File: src/rtl/cfr_pkg.sv
package cfr_pkg;
  localparam int BYTE_W          = 8;
  localparam int HND_W           = 3;
  localparam int PROC_W          = 2;
  localparam int BULK_ADDR_BYTES = 4;
  localparam int BULK_CNT_BYTES  = 2;
  localparam int BULK_HDR_BYTES  = BULK_ADDR_BYTES + BULK_CNT_BYTES;
  localparam int EXT_BYTES       = 10;
  localparam int BULK_ADDR_W     = 8 * BULK_ADDR_BYTES;
  localparam int BULK_CNT_W      = 8 * BULK_CNT_BYTES;
  localparam int BULK_SH_W       = 8 * BULK_HDR_BYTES;
  localparam int LEN_W           = 6;

  localparam logic [7:0] CODE_BULK  = 8'hE1;
  localparam logic [7:0] CODE_EXT   = 8'hE2;
  localparam logic [7:0] CODE_READY = 8'hE3;

  localparam int BASE_STD  = 0;
  localparam int BASE_BULK = 32;
  localparam int BASE_EXT  = 40;

  localparam logic [PROC_W-1:0] PROC_STD  = 2'd0;
  localparam logic [PROC_W-1:0] PROC_PH2  = 2'd1;
  localparam logic [PROC_W-1:0] PROC_BULK = 2'd2;
  localparam logic [PROC_W-1:0] PROC_EXT  = 2'd3;

  typedef enum logic [1:0] {HK_STD, HK_BULK, HK_EXT, HK_READY} hdr_kind_e;
  typedef enum logic [1:0] {RX_IDLE, RX_PAY, RX_STREAM} rx_state_e;
endpackage

File: src/rtl/cfr_latch.sv
module cfr_latch
  import cfr_pkg::*;
(
  input  logic              clk,
  input  logic              rst_n,
  input  logic              wr_i,
  input  logic [BYTE_W-1:0] wdata_i,
  input  logic              take_i,
  output logic [BYTE_W-1:0] data_o,
  output logic              pend_o
);
  logic [BYTE_W-1:0] data_q, data_d;
  logic              pend_q, pend_d;

  always_comb begin
    data_d = data_q;
    pend_d = pend_q;
    if (take_i) pend_d = 1'b0;
    if (wr_i) begin
      data_d = wdata_i;
      pend_d = 1'b1;
    end
  end

  always_ff @(posedge clk or negedge rst_n) begin
    if (!rst_n) begin
      data_q <= '0;
      pend_q <= 1'b0;
    end else begin
      if (wr_i) data_q <= data_d;
      pend_q <= pend_d;
    end
  end

  assign data_o = data_q;
  assign pend_o = pend_q;
endmodule

File: src/rtl/cfr_decode.sv
module cfr_decode
  import cfr_pkg::*;
#(
  parameter int BUF_AW = 6
) (
  input  logic [BYTE_W-1:0] hdr_i,
  output hdr_kind_e         kind_o,
  output logic [LEN_W-1:0]  len_o,
  output logic [BUF_AW-1:0] base_o,
  output logic [PROC_W-1:0] proc_o,
  output logic [HND_W-1:0]  hnd_o
);
  always_comb begin
    hnd_o  = hdr_i[7:5];
    kind_o = HK_STD;
    len_o  = LEN_W'({1'b0, hdr_i[4:0]}) + LEN_W'(1);
    base_o = BUF_AW'(BASE_STD);
    proc_o = PROC_STD;
    unique case (hdr_i)
      CODE_BULK: begin
        kind_o = HK_BULK;
        len_o  = LEN_W'(BULK_HDR_BYTES);
        base_o = BUF_AW'(BASE_BULK);
        proc_o = PROC_BULK;
      end
      CODE_EXT: begin
        kind_o = HK_EXT;
        len_o  = LEN_W'(EXT_BYTES);
        base_o = BUF_AW'(BASE_EXT);
        proc_o = PROC_EXT;
      end
      CODE_READY: begin
        kind_o = HK_READY;
        len_o  = '0;
      end
      default: ;
    endcase
  end
endmodule

File: src/rtl/cfr_buffer.sv
module cfr_buffer
  import cfr_pkg::*;
#(
  parameter int DEPTH = 64,
  localparam int AW   = $clog2(DEPTH)
) (
  input  logic              clk,
  input  logic              we_i,
  input  logic [AW-1:0]     waddr_i,
  input  logic [BYTE_W-1:0] wdata_i,
  input  logic [AW-1:0]     raddr_i,
  output logic [BYTE_W-1:0] rdata_o
);
  logic [BYTE_W-1:0] mem [DEPTH];

  always_ff @(posedge clk) begin
    if (we_i) mem[waddr_i] <= wdata_i;
  end

  assign rdata_o = mem[raddr_i];
endmodule

File: src/rtl/cmd_frame_rx.sv
module cmd_frame_rx
  import cfr_pkg::*;
#(
  parameter int BUF_DEPTH = 64,
  localparam int BUF_AW   = $clog2(BUF_DEPTH)
) (
  input  logic                   clk,
  input  logic                   rst_n,
  input  logic                   host_wr_i,
  input  logic [BYTE_W-1:0]      host_data_i,
  input  logic                   busy_i,
  output logic                   pend_o,
  output logic                   done_o,
  output logic [HND_W-1:0]       done_hnd_o,
  output logic [PROC_W-1:0]      done_state_o,
  output logic                   ready_o,
  output logic                   bulk_vld_o,
  output logic [BULK_ADDR_W-1:0] bulk_addr_o,
  output logic [BYTE_W-1:0]      bulk_data_o,
  input  logic [BUF_AW-1:0]      rd_addr_i,
  output logic [BYTE_W-1:0]      rd_data_o
);
  logic [BYTE_W-1:0] mbox_data;
  logic              pend;
  logic              take;

  hdr_kind_e         dec_kind;
  logic [LEN_W-1:0]  dec_len;
  logic [BUF_AW-1:0] dec_base;
  logic [PROC_W-1:0] dec_proc;
  logic [HND_W-1:0]  dec_hnd;

  rx_state_e         st_q, st_d;
  logic [LEN_W-1:0]  rem_q, rem_d;
  logic [BUF_AW-1:0] wptr_q, wptr_d;
  logic [PROC_W-1:0] proc_q, proc_d;
  logic [HND_W-1:0]  hnd_q, hnd_d;
  logic [BULK_SH_W-1:0]   sh_q, sh_d;
  logic [BULK_SH_W-1:0]   sh_full;
  logic [BULK_CNT_W-1:0]  brem_q, brem_d;
  logic [BULK_ADDR_W-1:0] baddr_q, baddr_d;

  logic                   done_q, done_d;
  logic [HND_W-1:0]       dhnd_q, dhnd_d;
  logic [PROC_W-1:0]      dst_q, dst_d;
  logic                   rdy_q, rdy_d;
  logic                   bv_q, bv_d;
  logic [BULK_ADDR_W-1:0] ba_q, ba_d;
  logic [BYTE_W-1:0]      bd_q, bd_d;

  logic                   buf_we;

  assign take = pend & ~busy_i;

  cfr_latch u_latch (
    .clk     (clk),
    .rst_n   (rst_n),
    .wr_i    (host_wr_i),
    .wdata_i (host_data_i),
    .take_i  (take),
    .data_o  (mbox_data),
    .pend_o  (pend)
  );

  cfr_decode #(.BUF_AW(BUF_AW)) u_decode (
    .hdr_i  (mbox_data),
    .kind_o (dec_kind),
    .len_o  (dec_len),
    .base_o (dec_base),
    .proc_o (dec_proc),
    .hnd_o  (dec_hnd)
  );

  cfr_buffer #(.DEPTH(BUF_DEPTH)) u_buf (
    .clk     (clk),
    .we_i    (buf_we),
    .waddr_i (wptr_q),
    .wdata_i (mbox_data),
    .raddr_i (rd_addr_i),
    .rdata_o (rd_data_o)
  );

  assign sh_full = {sh_q[BULK_SH_W-BYTE_W-1:0], mbox_data};

  always_comb begin
    st_d    = st_q;
    rem_d   = rem_q;
    wptr_d  = wptr_q;
    proc_d  = proc_q;
    hnd_d   = hnd_q;
    sh_d    = sh_q;
    brem_d  = brem_q;
    baddr_d = baddr_q;
    done_d  = 1'b0;
    dhnd_d  = dhnd_q;
    dst_d   = dst_q;
    rdy_d   = rdy_q;
    bv_d    = 1'b0;
    ba_d    = ba_q;
    bd_d    = bd_q;
    buf_we  = 1'b0;
    if (take) begin
      unique case (st_q)
        RX_IDLE: begin
          if (dec_kind == HK_READY) begin
            rdy_d = 1'b1;
          end else begin
            st_d   = RX_PAY;
            rem_d  = dec_len;
            wptr_d = dec_base;
            proc_d = dec_proc;
            hnd_d  = dec_hnd;
          end
        end
        RX_PAY: begin
          buf_we = 1'b1;
          wptr_d = wptr_q + BUF_AW'(1);
          rem_d  = rem_q - LEN_W'(1);
          if (proc_q == PROC_BULK) sh_d = sh_full;
          if (rem_q == LEN_W'(1)) begin
            done_d = 1'b1;
            dhnd_d = hnd_q;
            dst_d  = proc_q;
            st_d   = RX_IDLE;
            if (proc_q == PROC_BULK) begin
              baddr_d = sh_full[BULK_SH_W-1 -: BULK_ADDR_W];
              brem_d  = sh_full[BULK_CNT_W-1:0];
              if (sh_full[BULK_CNT_W-1:0] != '0) st_d = RX_STREAM;
            end
          end
        end
        RX_STREAM: begin
          bv_d    = 1'b1;
          bd_d    = mbox_data;
          ba_d    = baddr_q;
          baddr_d = baddr_q + BULK_ADDR_W'(1);
          brem_d  = brem_q - BULK_CNT_W'(1);
          if (brem_q == BULK_CNT_W'(1)) begin
            done_d = 1'b1;
            dhnd_d = hnd_q;
            dst_d  = PROC_PH2;
            st_d   = RX_IDLE;
          end
        end
        default: st_d = RX_IDLE;
      endcase
    end
  end

  always_ff @(posedge clk or negedge rst_n) begin
    if (!rst_n) begin
      st_q    <= RX_IDLE;
      rem_q   <= '0;
      wptr_q  <= '0;
      proc_q  <= PROC_STD;
      hnd_q   <= '0;
      sh_q    <= '0;
      brem_q  <= '0;
      baddr_q <= '0;
      done_q  <= 1'b0;
      dhnd_q  <= '0;
      dst_q   <= PROC_STD;
      rdy_q   <= 1'b0;
      bv_q    <= 1'b0;
      ba_q    <= '0;
      bd_q    <= '0;
    end else begin
      done_q <= done_d;
      bv_q   <= bv_d;
      if (take) begin
        st_q    <= st_d;
        rem_q   <= rem_d;
        wptr_q  <= wptr_d;
        proc_q  <= proc_d;
        hnd_q   <= hnd_d;
        sh_q    <= sh_d;
        brem_q  <= brem_d;
        baddr_q <= baddr_d;
        dhnd_q  <= dhnd_d;
        dst_q   <= dst_d;
        rdy_q   <= rdy_d;
        ba_q    <= ba_d;
        bd_q    <= bd_d;
      end
    end
  end

  assign pend_o       = pend;
  assign done_o       = done_q;
  assign done_hnd_o   = dhnd_q;
  assign done_state_o = dst_q;
  assign ready_o      = rdy_q;
  assign bulk_vld_o   = bv_q;
  assign bulk_addr_o  = ba_q;
  assign bulk_data_o  = bd_q;
endmodule

File: config.mk
export PLATFORM = sky130hd
export DESIGN_NAME = cmd_frame_rx
export DESIGN_NICKNAME = d
export VERILOG_FILES = /design/src/rtl/cfr_pkg.sv /design/src/rtl/cfr_latch.sv /design/src/rtl/cfr_decode.sv /design/src/rtl/cfr_buffer.sv /design/src/rtl/cmd_frame_rx.sv
export SDC_FILE = /design/constraint.sdc
export NUM_CORES = 1
export LEC_CHECK = 0
export CAP_MARGIN = 20
export CORE_ASPECT_RATIO = 0.8
export CORE_UTILIZATION = 45
export CTS_CLUSTER_SIZE = 40
export DETAILED_ROUTE_END_ITERATION = 8
export GPL_ROUTABILITY_DRIVEN = 0
export PLACE_DENSITY = 0.65
export SLEW_MARGIN = 30
export SYNTH_ARGS = -nofsm -noshare
export SYNTH_HDL_FRONTEND = slang
export SYNTH_SLANG_ARGS = --single-unit
File: constraint.sdc
create_clock -name clk -period 3.3 [get_ports clk]
set_input_delay 0.66 -clock clk [delete_from_list [all_inputs] [get_ports clk]]
set_output_delay 0.66 -clock clk [all_outputs]
set_load 0.01 [all_outputs]
==> impl_results.md <==
- Hpwl dp: 43200 microns
- Synth Net Count: 1793
- Vias per cell: 5.86
- Tmin final: 3.28 ns
- Core area: 61300 sq um
- Initial antenna violation count: 0
- Placed cell count: 2734
- First-pass GRT wire length: 103000 microns
- Post-Route WL: 67200 microns
- XOR/XNOR Fraction of Synth Area: 0.00125
- Seq pwr share: 0.500
- Clock Power Share: 0.362
- Synth cell types: 78
- Die Area: 63200 sq um
- Synth Instances: 1762
- Clock transition at path regs: 0.06 ns
- Chip Width: 281 microns
- Adder-Cell Fraction of Synth Area: 0.00581
- Leading cell type in the layout, fill and taps excluded: edfxtp_1
- Synthesized flop and latch total: 676
- Max-slew headroom: 0.356
- TNS Setup: 0 ns
- Crit-path cells: mux4_2, mux4_2, o211ai_1, o21ai_1, buf_2
- Drt drc: 0
- CTS tree: yes
- Inserted Clock Buffers: 68
- Final nets: 2023
- Unrepaired setup endpoints after global routing: yes
- PortBufs: 74
- Die height: 225 microns
- Worst slew pin tran: 0.962 ns
- Number of enable flip-flop cells after synthesis: 512
- Mapped Area: 28000 sq um
- Asr flop ratio synth: 0.243
- Final setup fails: 0
- Syn avg cell area: 15.9 sq um
- Largest family of logic cells by synthesized area: multiplexers
- Crit path buffers/inverters: 1
- Via count: 16.8k
- Hold_ws: 0.00402 ns
- Leak pwr: 11.7 nW
- Number of inserted diodes: 0
- Worst path slowest cell: mux4_2
- Post-Synth Simple-Gate Area: 0.0834
- H-tree Lvls: 3
- Crit Path Max Fanout: 1
- Combinational Power Share: 0.138
- Clk sinks: 676
- Multi-input logic area: 8030 sq um
- Clk buf depth: 3
- Remaining Overflow, GRT: 0
- Worst Path Arrival: 2.62 ns
- Row cnt: 81
- Post-DRT Antenna Nets: 0
- Main synth FF type: edfxtp_1
- Fin. max-slew vios: 0
- Dpl cell area: 30800 sq um
- GRT Total Usage: 0.218
- P per Cell Area: 631 nW/um^2
- Switching Fraction: 0.258
- I/O pin cnt: 75
- Crit Path Class: reg -> out
- Clk_lat worst skew: 0.61 ns
- CP peak stage delay: 0.56 ns
- Final Hold Vio Count: 0
- Final core utilization: 0.542
- Layout Skew: 0.0255 ns
- Register area: 19500 sq um
- Peak supply drop: 0.374 mV
- Startpoint types: flop
- Starting Density: 0.457
- DR WL/cell: 23.4 microns
- Fraction of layout cells with a size suffix above 1: 0.262
- Drt pass-1 iters: 7
- Setup ws final: 0.0186 ns
- Power Total: 21.0 mW
- P&R area growth vs syn: 18.8%
- Yosys Warn Count: 0
- Initial DRC Count: 1983
- Worst EP required: 2.64 ns
- Pre-CTS setup slack: -0.538 ns
- Clock root cell: clkbuf_16
- Post-Layout Cell Count: 2871
- Net Switching: 5.43 mW
- Hold Path Class: in -> async
- Register area share after synthesis: 0.696
- Cell family with most CP delay: multiplexers
- Most frequent cells in the layout: 512 x edfxtp_1, 203 x nand2_1, 170 x buf_4
- Max-cap viol count: 0
- # fillers: 4805
- Int Pwr: 15.6 mW
- Vias in the first global route: 16.5k
- Max Fclk: 0.305 GHz
- Tcrit/Tclk final: 0.994
- CP Capture Type: output port
- Hold-fix buffers at CTS: 0
- Post-synthesis mux area share: 0.137
- Largest net degree at the start of global routing: 80
- Status: finished clean
- Design Area, Final: 33300 sq um
- Post-synthesis compound-gate area fraction: 0.0563
- Most frequent CP cell: mux4_2
## flip-flops by register name, indices dropped and copies added (netlist names)
name            flops
brem_q             16
proc_q              2
done_hnd_o          3
sh_q               40
wptr_q              6
done_o              1
bulk_vld_o          1
u_latch.pend_o      1
u_latch.data_o      8
done_state_o        2
hnd_q               3
baddr_q            32
bulk_addr_o        32
ready_o             1
u_buf.mem         512
bulk_data_o         8
st_q                2
rem_q               6
## logic make-up (layout without fill, tap and decap cells)
group                    Yosys count  after routing
flip-flops                       676            676
XOR/XNOR                           4              4
AO/OA/AOI/OAI                    234            234
multiplexers                     217            217
buffers and inverters            125            404
AND/OR/NAND/NOR                  493            493
adder cells (fa/ha/maj)           13             13
## synthesized netlist by cell type, types with 12 or more instances
cell type	count	area share
mux2i_1	29	0.010
nand2_1	205	0.027
nand3_1	46	0.0082
nor2_1	109	0.015
buf_2	23	0.0041
dfrtp_1	164	0.15
nor4_1	15	0.0034
mux4_2	127	0.10
ha_1	13	0.0058
o21ai_0	57	0.010
a22oi_1	17	0.0046
inv_1	17	0.0023
mux2_2	57	0.023
o221ai_1	13	0.0041
nor3_1	32	0.0057
clkbuf_1	56	0.0075
edfxtp_1	512	0.55
o22ai_1	23	0.0051
a21oi_1	40	0.0072
buf_1	12	0.0016
## power by group through the flow
stage | combinational [mW] | sequential [mW] | clock (mW)
floorplan | 1.50 | 10.6 | 0
global placement | 2.79 | 10.6 | 0
detailed placement | 2.87 | 10.7 | 0
CTS | 2.90 | 10.5 | 7.73
global route | 3.14 | 10.6 | 8.06
finish | 2.90 | 10.5 | 7.60
## path summary, 6_finish.rpt
check                                                 from                         end  slack (ns)  depth (start not counted)
min in group clk                      sh_q[32]$_DFFE_PN0P_        sh_q[32]$_DFFE_PN0P_        0.47                          2
max in group asynchronous                            rst_n       brem_q[6]$_DFFE_PN0P_        2.45                          2
worst max-delay path            u_buf.mem[20][6]$_DFFE_PP_                rd_data_o[6]        0.02                          5
worst max register to register         st_q[0]$_DFFE_PN0P_   done_hnd_o[1]$_DFFE_PN0P_        0.30                          7
worst min register to register        sh_q[32]$_DFFE_PN0P_        sh_q[32]$_DFFE_PN0P_        0.47                          2
worst min-delay path                                 rst_n  bulk_addr_o[2]$_DFFE_PN0P_       0.004                          1
## per-layer routing
layer  share of wire  track usage  up-vias
li1                -            -     7333
met1            0.45        0.334     8726
met2            0.45        0.321      665
met3           0.079       0.0392       96
met4           0.020       0.0557        0
met5               0            0        -
## worst reg2reg max path: stages (launching register included)
cell,delay [ns]
dfrtp_1,0.41
inv_1,0.11
ha_2,0.18
buf_4,0.56
clkinv_1,0.64
a31oi_2,0.51
a211oi_4,0.13
mux2_1,0.34
## layout make-up
type	count	area share
inverters	19	0.00214
clock buffers	83	0.0544
clock inverters	36	0.0113
repair buffers	266	0.0736
multi-input cells	961	0.241
flip-flops and latches	676	0.586
well taps	830	0.0312
## repair_timing
item,in CTS,in global routing
pin swaps,13,6
setup endpoints to repair,8,8
gates resized for setup,49,12
buffers inserted,5,12
endpoints found under the hold margin,0,0
gates cloned,2,0
Note: power is estimated with default switching activity, not from simulation.
